[config.mk]
export PLATFORM = sky130hd
export DESIGN_NAME = iter_div
export DESIGN_NICKNAME = d
export VERILOG_FILES = /design/src/rtl/div_pkg.sv /design/src/rtl/div_negate.sv /design/src/rtl/div_prep.sv /design/src/rtl/div_core.sv /design/src/rtl/iter_div.sv
export SDC_FILE = /design/constraint.sdc
export NUM_CORES = 1
export LEC_CHECK = 0
export BUFFER_PORTS_ARGS = -buffer_cell sky130_fd_sc_hd__buf_2
export CORE_MARGIN = 10
export CORE_UTILIZATION = 46
export DETAILED_ROUTE_END_ITERATION = 12
export GPL_TIMING_DRIVEN = 0
export MAX_ROUTING_LAYER = met4
export PLACE_DENSITY_LB_ADDON = 0.3
export SETUP_SLACK_MARGIN = 0.5
export SYNTH_ARGS = -nofsm -noshare
export SYNTH_HDL_FRONTEND = slang
export SYNTH_SLANG_ARGS = --single-unit
export TNS_END_PERCENT = 30
[constraint.sdc]
create_clock -name clk_i -period 4.8 [get_ports clk_i]
set_input_delay 0.24 -clock clk_i [delete_from_list [all_inputs] [get_ports clk_i]]
set_output_delay 0.24 -clock clk_i [all_outputs]
set_load 0.02 [all_outputs]
[src/rtl/div_pkg.sv]
`timescale 1ns/1ps
package div_pkg;
  typedef enum logic {
    MODE_UNS = 1'b0,
    MODE_SGN = 1'b1
  } div_mode_e;
endpackage

[src/rtl/div_negate.sv]
`timescale 1ns/1ps
module div_negate #(
  parameter int W = 32
) (
  input  logic         neg_i,
  input  logic [W-1:0] val_i,
  output logic [W-1:0] val_o
);
  always_comb val_o = neg_i ? (~val_i + W'(1)) : val_i;
endmodule

[src/rtl/div_prep.sv]
`timescale 1ns/1ps
module div_prep
  import div_pkg::*;
#(
  parameter int W = 32
) (
  input  div_mode_e    mode_i,
  input  logic [W-1:0] dividend_i,
  input  logic [W-1:0] divisor_i,
  output logic [W-1:0] mag_a_o,
  output logic [W-1:0] mag_b_o,
  output logic         neg_o
);
  localparam logic [W-1:0] MinNeg = {1'b1, {(W-1){1'b0}}};
  localparam logic [W-1:0] AllOne = {W{1'b1}};

  logic         sgn;
  logic         a_neg, b_neg_raw, b_neg;
  logic         subst;
  logic [W-1:0] b_eff;
  logic [W-1:0] b_mag;

  always_comb begin
    sgn       = (mode_i == MODE_SGN);
    a_neg     = sgn & dividend_i[W-1];
    b_neg_raw = sgn & divisor_i[W-1];
    // zero divisor, or signed overflow: force divisor to one
    subst     = (divisor_i == '0) ||
                (sgn && dividend_i == MinNeg && divisor_i == AllOne);
    b_eff     = subst ? W'(1) : divisor_i;
    b_neg     = subst ? 1'b0 : b_neg_raw;
    neg_o     = a_neg ^ b_neg;
    mag_b_o   = subst ? W'(1) : b_mag;
  end

  div_negate #(.W(W)) u_abs_a (.neg_i(a_neg), .val_i(dividend_i), .val_o(mag_a_o));
  div_negate #(.W(W)) u_abs_b (.neg_i(b_neg), .val_i(b_eff),      .val_o(b_mag));
endmodule

[src/rtl/div_core.sv]
`timescale 1ns/1ps
module div_core #(
  parameter int W = 32
) (
  input  logic         clk_i,
  input  logic         rst_ni,
  input  logic         load_i,
  input  logic [W-1:0] mag_a_i,
  input  logic [W-1:0] mag_b_i,
  output logic         busy_o,
  output logic         last_o,
  output logic [W-1:0] quo_next_o
);
  localparam int CW = $clog2(W + 1);

  logic [CW-1:0] cnt_q;
  logic [W-1:0]  rem_q, quo_q, dvs_q;
  logic [W:0]    shifted, diff;
  logic [W-1:0]  rem_next;
  logic          fits;

  always_comb begin
    shifted    = {rem_q, quo_q[W-1]};
    diff       = shifted - {1'b0, dvs_q};
    fits       = ~diff[W];
    rem_next   = fits ? diff[W-1:0] : shifted[W-1:0];
    quo_next_o = {quo_q[W-2:0], fits};
    busy_o     = (cnt_q != '0);
    last_o     = (cnt_q == CW'(1));
  end

  always_ff @(posedge clk_i or negedge rst_ni) begin
    if (!rst_ni) begin
      cnt_q <= '0;
      rem_q <= '0;
      quo_q <= '0;
      dvs_q <= '0;
    end else if (busy_o) begin
      cnt_q <= cnt_q - CW'(1);
      rem_q <= rem_next;
      quo_q <= quo_next_o;
    end else if (load_i) begin
      cnt_q <= CW'(W);
      rem_q <= '0;
      quo_q <= mag_a_i;
      dvs_q <= mag_b_i;
    end
  end
endmodule

[src/rtl/iter_div.sv]
`timescale 1ns/1ps
module iter_div
  import div_pkg::*;
#(
  parameter int W = 32
) (
  input  logic         clk_i,
  input  logic         rst_ni,
  input  logic         start_i,
  input  logic         signed_i,
  input  logic [W-1:0] dividend_i,
  input  logic [W-1:0] divisor_i,
  output logic         busy_o,
  output logic         done_o,
  output logic [W-1:0] quotient_o
);
  logic         core_busy, core_last, load;
  logic [W-1:0] mag_a, mag_b, quo_next, quo_fixed;
  logic         neg, neg_q, done_q;
  logic [W-1:0] quo_q;
  div_mode_e    mode;

  always_comb begin
    mode = signed_i ? MODE_SGN : MODE_UNS;
    load = start_i & ~core_busy;
  end

  div_prep #(.W(W)) u_prep (
    .mode_i(mode), .dividend_i(dividend_i), .divisor_i(divisor_i),
    .mag_a_o(mag_a), .mag_b_o(mag_b), .neg_o(neg)
  );

  div_core #(.W(W)) u_core (
    .clk_i(clk_i), .rst_ni(rst_ni), .load_i(load),
    .mag_a_i(mag_a), .mag_b_i(mag_b),
    .busy_o(core_busy), .last_o(core_last), .quo_next_o(quo_next)
  );

  div_negate #(.W(W)) u_fix (.neg_i(neg_q), .val_i(quo_next), .val_o(quo_fixed));

  always_ff @(posedge clk_i or negedge rst_ni) begin
    if (!rst_ni) begin
      neg_q  <= 1'b0;
      done_q <= 1'b0;
      quo_q  <= '0;
    end else begin
      done_q <= core_last;
      if (load)      neg_q <= neg;
      if (core_last) quo_q <= quo_fixed;
    end
  end

  assign busy_o     = core_busy;
  assign done_o     = done_q;
  assign quotient_o = quo_q;
endmodule

==> flow_summary_export.csv <==
group,metric,value,unit
logic_synthesis,yosysTopAreaCell,"dfrtp_1",
pwr,p_total,9.44,mW
status,outcome,"complete, no violations",
critical_path,slowest_stage,"or4_4",
logic_synthesis,synth_area_leaders,"dfrtp_1, o21ai_0, nand2_1",
final_layout,final.fill_count,1825,
logic_synthesis,yosysSeqAreaShare,36.5,%
logic_synthesis,yosys.cell_types.count,62,
critical_path,critPathArrivalTime,4760,ps
final_layout,syn2layout_area_growth,20.5,%
timing,grt_setup_unrepaired,"true",
clock_tree,clk_latency,430,ps
drt,routed_via_density,5.74,
global_route,grt_antenna_before_repair,0,
drt,via_count,9102,
clock_tree,htreeDepth,4,
global_route,grt_pass1_wl,46100,um
place,place_hpwl,21800,um
hold_path,hp-start,"divisor_i[9]",
global_route,grt_pass1_vias,8830,
global_route,grt_usage,22.0,%
place,io_buffer_count,101,
floorplan,start_util,46.4,%
logic_synthesis,synth_cells,1156,
floorplan,dieArea,26400,sq um
critical_path,r2r_end,"quotient_o[26]",
critical_path,crit_chain,"inv_1, ha_1, clkbuf_2, a211oi_2, o21ai_0, a31oi_2, o21bai_1, o21ai_2, nor3_4, inv_2, clkbuf_16, ha_4, nand4_1, or2_4, or3_4, or4_4, o41ai_4, xor2_1, o21ai_1",
place,place.gp.congestion,0.883,
critical_path,rrSetupSlack,340,ps
hold_path,hold_path_depth,3,
drt,drc_errors,0,
critical_path,critPathLaunchType,"flip-flop",
critical_path,crit_required,5100,ps
logic_synthesis,synth.cell_area,9320,sq um
clock_tree,cts.sinks,136,
hold_path,hold_path.class,"input port to flip-flop",
logic_synthesis,ys_ff_latch,136,
critical_path,crit_fanout,8,
clock_tree,clk_pin_slew,60,ps
critical_path,crit_family,"compound AO/OA/AOI/OAI gates",
final_layout,multi_input_area,5700,sq um
clock_tree,cts-buffers-inserted,17,
floorplan,die_x,162,um
drt,wire_per_inst,18.0,um
clock_tree,cts_tree,"built",
final_layout,utilization,55.9,%
timing,tightest_slew,712,ps
logic_synthesis,synthTopCellsByCount,"nand2_1, dfrtp_1, o21ai_0, a21oi_1, xor2_1",
clock_tree,clock_path_buffers,2,
logic_synthesis,yosysMostFrequentCell,"nand2_1",
critical_path,crit_buf_inv,4,
logic_synthesis,yosysTopAreaCellShare,36.5,%
final_layout,fin_area,11200,sq um
global_route,grt-ovfl-total,0,
logic_synthesis,yosysWarnings,0,
timing,relSlewSlack,52.5,%
place,dp_slack,-401,ps
critical_path,path_class,"flip-flop to flip-flop",
pwr,powerDensity,840,nW/um^2
timing,hold_viol,0,
timing,slew_violations,0,
drt,postRouteAntennaNets,0,
timing,clock.fmax,0.224,GHz
logic_synthesis,synth_edf_count,0,
logic_synthesis,syn-num-nets,1262,
pwr,leakage,4.90,nW
critical_path,max_stage_delay,530,ps
final_layout,nets,1408,
clock_tree,cts_root_buffer,"clkbuf_16",
pwr,ir_drop,0.401,mV
floorplan,core,20100,sq um
timing,period_minus_slack,4460,ps
timing,fin_skew,9.73,ps
drt,drt_pass1_iterations,5,
floorplan,rows,52,
logic_synthesis,synth_ff_type,"dfrtp_1",
critical_path,worstReg2RegStart,"u_core.dvs_q[17]",
floorplan,die_height,162,um
final_layout,drive_gt1_share,16.3,%
timing,fin_crit_sh,92.9,%
logic_synthesis,async_flop_share,100,%
drt,drt-initial-drc-count,806,
timing,setup_viol,0,
critical_path,cp-end-kind,"flip-flop",
logic_synthesis,postSynthAreaPerCell,8.06,sq um
final_layout,diodes,0,
floorplan,io_pins,102,
drt,routed_wl,28600,um
critical_path,worstRegToRegCells,19,
global_route,grt_max_degree,97,
final_layout,seq_area,3400,sq um
place,place_area,10200,sq um
flow_run,max-cap-violations,0,
hold_path,hold_path_end,"u_core.dvs_q[9]",
timing,worst_slack,341,ps
layout by cell type, fill, tap and decap left out, types with 13 or more instances in the layout:
cell type,count
xor2_1,69
inv_1,47
clkbuf_16,18
o21ai_0,131
nor2_1,68
nand4_1,16
o31ai_1,26
a31oi_1,27
ha_1,32
nor3_1,13
clkbuf_1,51
buf_2,104
buf_4,24
xnor2_1,45
or3_1,14
a21oi_1,118
nand3_1,16
nand2_1,175
dfrtp_1,136
flip-flops by register name (all words and copies together), names as in the netlist:
signal / cells
u_core.dvs_q: 32
u_core.quo_q: 32
u_core.rem_q: 32
u_core.cnt_q: 6
done_o: 1
neg_q: 1
quotient_o: 32
area by class of cell:
cell class                 count  area share [%]
timing repair buffer         127            6.49
tap                          270            3.01
inverter                      53            1.77
clock inverter                14            1.46
clock buffer                  18            3.82
multi-input combinational    904            50.7
sequential                   136            30.3
buffer                        63            2.49
through the flow:
| step | hold WS (ps) | setup TNS, ps | instances |
|---|---|---|---|
| final | 140 | 0 | 1585 |
| after global routing | 157 | 0 | 1585 |
| after CTS | 137 | 0 | 1570 |
| after detailed placement | 179 | -1410 | 1528 |
| after global placement | 456 | -1280 | 1527 |
| after floorplan | -55.6 | 0 | 1156 |
report_power, final:
part           internal (mW)  switching [mW]  total, mW
Clock                  0.779           0.562       1.34
Combinational           2.40            3.31       5.72
Sequential              1.77           0.612       2.38
cell families (layout without fill, tap and decap cells):
kind of cell	count (synthesis)	after routing	share of synthesized area, %
simple gates	369	369	18.5
compound gates	377	377	23.6
fa+ha+maj	38	38	5.18
buf+inv	116	275	4.79
xor+xnor	114	114	10.7
mux	6	6	0.644
flops	136	136	36.5
worst register-to-register path, cell delays in order, from the launching register on:
cell       delay [ps]
dfrtp_1           370
inv_1             110
ha_1              240
clkbuf_2          180
a211oi_2          310
o21ai_0           170
a31oi_2           270
o21bai_1          100
o21ai_2           170
nor3_4             70
inv_2              80
clkbuf_16         150
ha_4              130
nand4_1           110
or2_4             290
or3_4             350
or4_4             530
o41ai_4           360
xor2_1            250
o21ai_1           100
per-layer routing:
layer	track usage, %	up-vias	part of all wire (%)
li1	-	4394	-
met1	31.2	4339	48
met2	31.8	339	44
met3	4.04	30	6.8
met4	5.62	0	1.3
met5	-	-	0
timing repair:
item / CTS / global route
gates cloned: 0 / 0
buffers inserted: 9 / 15
hold buffers: 1 / 0
pin swaps: 9 / 20
setup endpoints to repair: 9 / 8
endpoints found under the hold margin: 40 / 0
gates resized for setup: 32 / 23
worst max-delay path by stage:
stage | slack [ps] | end | startpoint | cells past startpoint
CTS | 480 | quotient_o[26] | u_core.dvs_q[11] | 19
finish | 340 | quotient_o[26] | u_core.dvs_q[17] | 19
global route | 90 | quotient_o[26] | u_core.dvs_q[16] | 19
floorplan | 510 | quotient_o[28] | u_core.dvs_q[0] | 18
global placement | -380 | quotient_o[26] | u_core.rem_q[13] | 18
detailed placement | -400 | quotient_o[26] | u_core.rem_q[13] | 18
No activity file was read; power rests on OpenSTA's default activity.
